[config.mk]
export PLATFORM = sky130hd
export DESIGN_NAME = brseq
export DESIGN_NICKNAME = d
export VERILOG_FILES = /design/src/rtl/brseq.sv
export SDC_FILE = /design/constraint.sdc
export NUM_CORES = 1
export LEC_CHECK = 0
export BUFFER_PORTS_ARGS = -buffer_cell sky130_fd_sc_hd__buf_2
export CORE_MARGIN = 3
export CORE_UTILIZATION = 45
export CTS_CLUSTER_DIAMETER = 150
export DETAILED_ROUTE_END_ITERATION = 8
export MAX_ROUTING_LAYER = met4
export PLACE_DENSITY = 0.66
export SLEW_MARGIN = 10
export SYNTH_ARGS = -nofsm -noshare
export SYNTH_HDL_FRONTEND = slang
export SYNTH_SLANG_ARGS = --single-unit
[constraint.sdc]
create_clock -name clk -period 4.3 [get_ports clk]
set_input_delay 0.86 -clock clk [delete_from_list [all_inputs] [get_ports clk]]
set_output_delay 0.86 -clock clk [all_outputs]
set_load 0.01 [all_outputs]
[src/rtl/brseq.sv]
module brseq #(
  parameter int PC_W = 32,
  parameter int NTR = 4,
  parameter int NPR = 8,
  parameter int SLOTS = 2,
  parameter int BUNDLE = 16,
  parameter logic [PC_W-1:0] RESET_PC = '0,
  localparam int TW = $clog2(NTR),
  localparam int PW = $clog2(NPR)
) (
  input  logic                  clk,
  input  logic                  rst_n,
  input  logic                  prep_valid,
  input  logic [TW-1:0]         prep_tr,
  input  logic [PC_W-1:0]       prep_target,
  input  logic                  cmp_valid,
  input  logic [PW-1:0]         cmp_pr,
  input  logic [TW-1:0]         cmp_tr,
  input  logic                  cmp_result,
  input  logic [SLOTS-1:0]      br_valid,
  input  logic [SLOTS*TW-1:0]   br_tr,
  input  logic [SLOTS*PW-1:0]   br_pr,
  input  logic                  fq_ack,
  input  logic [TW-1:0]         fq_ack_tr,
  output logic                  fq_req,
  output logic                  fq_spec,
  output logic [PC_W-1:0]       fq_addr,
  output logic [TW-1:0]         fq_tr,
  output logic [NTR-1:0]        fq_cancel,
  output logic [PC_W-1:0]       next_pc,
  output logic                  fetch_stall,
  output logic                  br_err
);
  logic [PC_W-1:0] tgt [NTR];
  logic [NTR-1:0]  vld, pend;
  logic [NPR-1:0]  pred;
  logic [TW-1:0]   stall_tr, win_tr;
  logic            win;

  always_comb begin
    win = 1'b0;
    win_tr = '0;
    for (int s = SLOTS-1; s >= 0; s--)
      if (br_valid[s] && pred[br_pr[s*PW +: PW]]) begin
        win = 1'b1;
        win_tr = br_tr[s*TW +: TW];
      end
  end

  wire take    = win && vld[win_tr];
  wire bad     = win && !vld[win_tr];
  wire cmp_hit = cmp_valid && vld[cmp_tr] && pend[cmp_tr];

  always_ff @(posedge clk or negedge rst_n) begin
    if (!rst_n) begin
      for (int i = 0; i < NTR; i++) tgt[i] <= '0;
      vld <= '0;
      pend <= '0;
      pred <= '0;
      stall_tr <= '0;
      fq_req <= 1'b0;
      fq_spec <= 1'b0;
      fq_addr <= '0;
      fq_tr <= '0;
      fq_cancel <= '0;
      next_pc <= RESET_PC;
      fetch_stall <= 1'b0;
      br_err <= 1'b0;
    end else begin
      fq_req <= 1'b0;
      fq_cancel <= '0;
      br_err <= bad;
      if (fq_ack) pend[fq_ack_tr] <= 1'b0;
      if (cmp_valid) pred[cmp_pr] <= cmp_result;
      if (cmp_hit) begin
        if (!cmp_result) begin
          fq_cancel[cmp_tr] <= 1'b1;
          pend[cmp_tr] <= 1'b0;
        end else if (!prep_valid) begin
          fq_req <= 1'b1;
          fq_spec <= 1'b0;
          fq_addr <= tgt[cmp_tr];
          fq_tr <= cmp_tr;
        end
      end
      if (prep_valid) begin
        if (pend[prep_tr] && !(fq_ack && fq_ack_tr == prep_tr))
          fq_cancel[prep_tr] <= 1'b1;
        tgt[prep_tr] <= prep_target;
        vld[prep_tr] <= 1'b1;
        pend[prep_tr] <= 1'b1;
        fq_req <= 1'b1;
        fq_spec <= 1'b1;
        fq_addr <= prep_target;
        fq_tr <= prep_tr;
      end
      if (take) next_pc <= tgt[win_tr];
      else if (!fetch_stall) next_pc <= next_pc + PC_W'(BUNDLE);
      if (take) begin
        fetch_stall <= pend[win_tr] && !(fq_ack && fq_ack_tr == win_tr);
        stall_tr <= win_tr;
      end else if (fetch_stall && fq_ack && fq_ack_tr == stall_tr) begin
        fetch_stall <= 1'b0;
      end
    end
  end
endmodule

==> run_results.csv <==
group,metric,value,unit
drt,wirelength,26300,µm
power,power_density,518,nW/µm²
worst_setup_path,crit_type,"input port to flip-flop",
min_path,hold_class,"input port to async pin",
cells_and_area,drive_gt1_frac,0.412,
logic_synthesis,synth_area,11200,µm²
global_routing,grt_pass1_vias,7319,
die,num_rows,57,
clocking,ctsResizeCount,0,
drt,wl_per_cell,20.1,µm
sta,finalSetupViolCount,0,
logic_synthesis,synth_top_area_share,0.492,
worst_setup_path,crit_family,"multiplexers",
placement,port_buffers,132,
worst_setup_path,cp-start-kind,"input port",
drt,vias,7243,
drt,route.detailed.drc,0,
worst_setup_path,critPathMaxStageDelay,600,ps
logic_synthesis,synth_area_leader_cell,"dfrtp_1",
clocking,clk-insertion-delay-late,520,ps
sta,slew_violations,0,
worst_setup_path,cpMostUsedCell,"mux4_2",
placement,place_hpwl,16800,µm
power,comb_power_share,0.248,
clocking,cts-hold-fix-buffers,0,
logic_synthesis,ys_types,47,
cells_and_area,nFillCells,2115,
drt,postRouteAntennaNets,0,
logic_synthesis,netlist_instances,843,
logic_synthesis,synth_edf_count,0,
clocking,postCtsSetupRepairBufs,0,
die,coreArea,24400,µm²
power,pwr-share-clk,0.314,
power,p_int,4730,µW
sta,fmax,0.323,GHz
sta,worstMarginPinSlew,1130,ps
worst_setup_path,setup.worst_path.end_class,"flip-flop",
flow_run,timing.max_cap.violations,0,
worst_setup_path,crit_slowest_cell,"mux4_2",
drt,avgViaCountPerCell,5.54,
logic_synthesis,synth_area_per_cell,13.3,µm²
logic_synthesis,ys_async_sr_fraction,1.00,
worst_setup_path,path_buf_inv,2,
worst_setup_path,cp.arrival,3530,ps
power,swShare,0.301,
power,peakVddDrop,248,µV
logic_synthesis,ys_seq_area_frac,0.492,
die,ios,133,
sta,rsz0062_at_grt,"false",
global_routing,grt_overflow_total,0,
logic_synthesis,syn_nets,903,
worst_setup_path,cp_max_fo,26,
clocking,clkTransAtPathRegs,60,ps
logic_synthesis,synth.top_cells.by_area,"dfrtp_1, mux2_2, mux2i_1",
worst_setup_path,crit_chain,"buf_2, mux4_2, o22ai_2, nor3_1, a41oi_4, mux4_2, nand2_4, buf_4, mux2i_1",
sta,relSlewSlack,0.243,
power,leakagePower,0.00598,µW
logic_synthesis,ys_seq_elements,220,
sta,setup_tns,0,ps
cells_and_area,finish.utilization,0.535,
status,status,"finished clean",
placement,gp_congestion,0.783,
global_routing,antenna_found_initial,1,
cells_and_area,nets,1025,
clocking,cts_buffers,26,
global_routing,grt_max_degree,102,
clocking,htree_levels,1,
clocking,cts_root_buffer,"clkbuf_16",
global_routing,grt_pass1_wl,41700,µm
clocking,cts_tree,"done",
logic_synthesis,ys.flop_type,"dfrtp_1",
worst_setup_path,required,4740,ps
logic_synthesis,ys.warnings.count,0,
sta,finalHoldViolCount,0,
global_routing,grtUsageTotal,0.205,
sta,skew,13.8,ps
sta,layout_min_cycle_time,3090,ps
die,fp.dieW,164,µm
clocking,cts_buffer_depth,3,
die,dieArea,26800,µm²
power,p_sw,2030,µW
drt,drt_iter0_markers,476,
sta,fin_crit_sh,0.719,
die,initial_utilization,0.459,
power,p_seq_frac,0.438,
die,die_y,164,µm
drt,first_pass_iters,5,
clocking,clock_sinks,220,
cells_and_area,areaGrowthSynthToFinish,16.6,%
-- cell families after synthesis --
group | Yosys count | share of synthesized area
mux | 343 | 0.367
xor+xnor | 33 | 0.0258
simple gates | 129 | 0.0585
fa+ha+maj | 1 | 0.00112
buf+inv | 61 | 0.0256
flops | 220 | 0.492
compound gates | 56 | 0.0301
-- sequential cells by signal (all words and copies together), names as in the netlist --
register and count:
tgt 128, fq_addr 32, next_pc 32, pred 8
fq_cancel 4, pend 4, vld 4, fq_tr 2
stall_tr 2, br_err 1, fetch_stall 1, fq_req 1
fq_spec 1
-- power by group through the flow --
stage | clock network [µW] | logic [µW] | registers (µW)
after global placement | 0 | 1660 | 2990
after global routing | 2270 | 1850 | 3020
after detailed placement | 0 | 1690 | 2990
after floorplan | 0 | 1100 | 2950
final | 2120 | 1680 | 2960
after CTS | 2180 | 1700 | 2960
-- cell usage in the layout, fill, tap and decap left out, types with 2 or more instances in the layout --
cell,Yosys,layout
nor3b_1,3,3
clkbuf_1,35,8
buf_2,12,131
nand2_1,55,54
and4_1,2,2
buf_4,1,12
nor2_1,7,7
mux2_2,168,168
and3_1,6,6
a21oi_1,5,5
nand4b_1,3,3
a41oi_4,0,2
and2_1,3,3
xor2_1,15,15
o21ai_0,38,38
nand3b_1,3,3
nor3_1,7,6
or2_2,4,4
nor2b_1,4,4
nand2b_1,5,5
inv_1,7,7
clkbuf_16,0,27
nand3_1,18,17
clkbuf_8,0,8
o2bb2ai_1,2,2
dfrtp_1,220,220
mux2_4,2,2
nand4_1,5,5
mux2i_1,137,137
mux4_2,36,36
buf_12,1,4
xnor2_1,18,18
-- path summary, 6_finish.rpt --
check / startpoint / end / cells after the start / slack (ps)
min in group clk: next_pc[1] / next_pc[1] / 1 / 510
worst min-delay path: rst_n / fq_addr[29] / 1 / 380
worst min register to register: next_pc[1] / next_pc[1] / 1 / 510
worst max-delay path: br_pr[1] / next_pc[30] / 9 / 1210
max in group asynchronous: rst_n / tgt[109] / 2 / 3060
worst max register to register: pred[7] / next_pc[30] / 8 / 1300
-- through the flow --
stage | total power [µW] | hold slack (ps) | setup slack, ps | std cells | instance area, µm²
2_1_floorplan | 4050 | 458 | 1140 | 843 | 11200
3_3_place_gp | 4640 | 493 | 745 | 1261 | 12200
3_5_place_dp | 4690 | 494 | 678 | 1261 | 12200
4_1_cts | 6840 | 414 | 1200 | 1306 | 13000
5_1_grt | 7140 | 442 | 1070 | 1307 | 13000
6_report | 6760 | 380 | 1210 | 1307 | 13000
-- cells in the mapped netlist, types with 3 or more instances --
master,n
nand2_1,55
nor2b_1,4
nand4b_1,3
and2_1,3
inv_1,7
buf_6,3
dfrtp_1,220
or2_2,4
nor2_1,7
clkbuf_1,35
nor3_1,7
nand4_1,5
xor2_1,15
and3_1,6
mux2_2,168
o21ai_0,38
nand3b_1,3
a21oi_1,5
nor3b_1,3
nand3_1,18
xnor2_1,18
mux4_2,36
mux2i_1,137
buf_2,12
nand2b_1,5
-- area by class of cell --
class,count,area [µm²],area share
inverters,7,26.3,0.00201
well taps,324,405,0.0311
clock inverters,2,13.8,0.00105
multi-input cells,562,5440,0.417
diodes,1,2.50,0.000192
repair buffers,148,841,0.0644
clock buffers,43,816,0.0625
flip-flops and latches,220,5510,0.422
-- metal layers --
layer | wire length [µm] | GRT usage | vias to the layer above
li1 | - | - | 3350
met1 | 12200 | 0.285 | 3679
met2 | 12200 | 0.321 | 181
met3 | 1490 | 0.0345 | 33
met4 | 427 | 0.0434 | 0
met5 | 0 | - | -
Power figures use the tool's default switching activity.
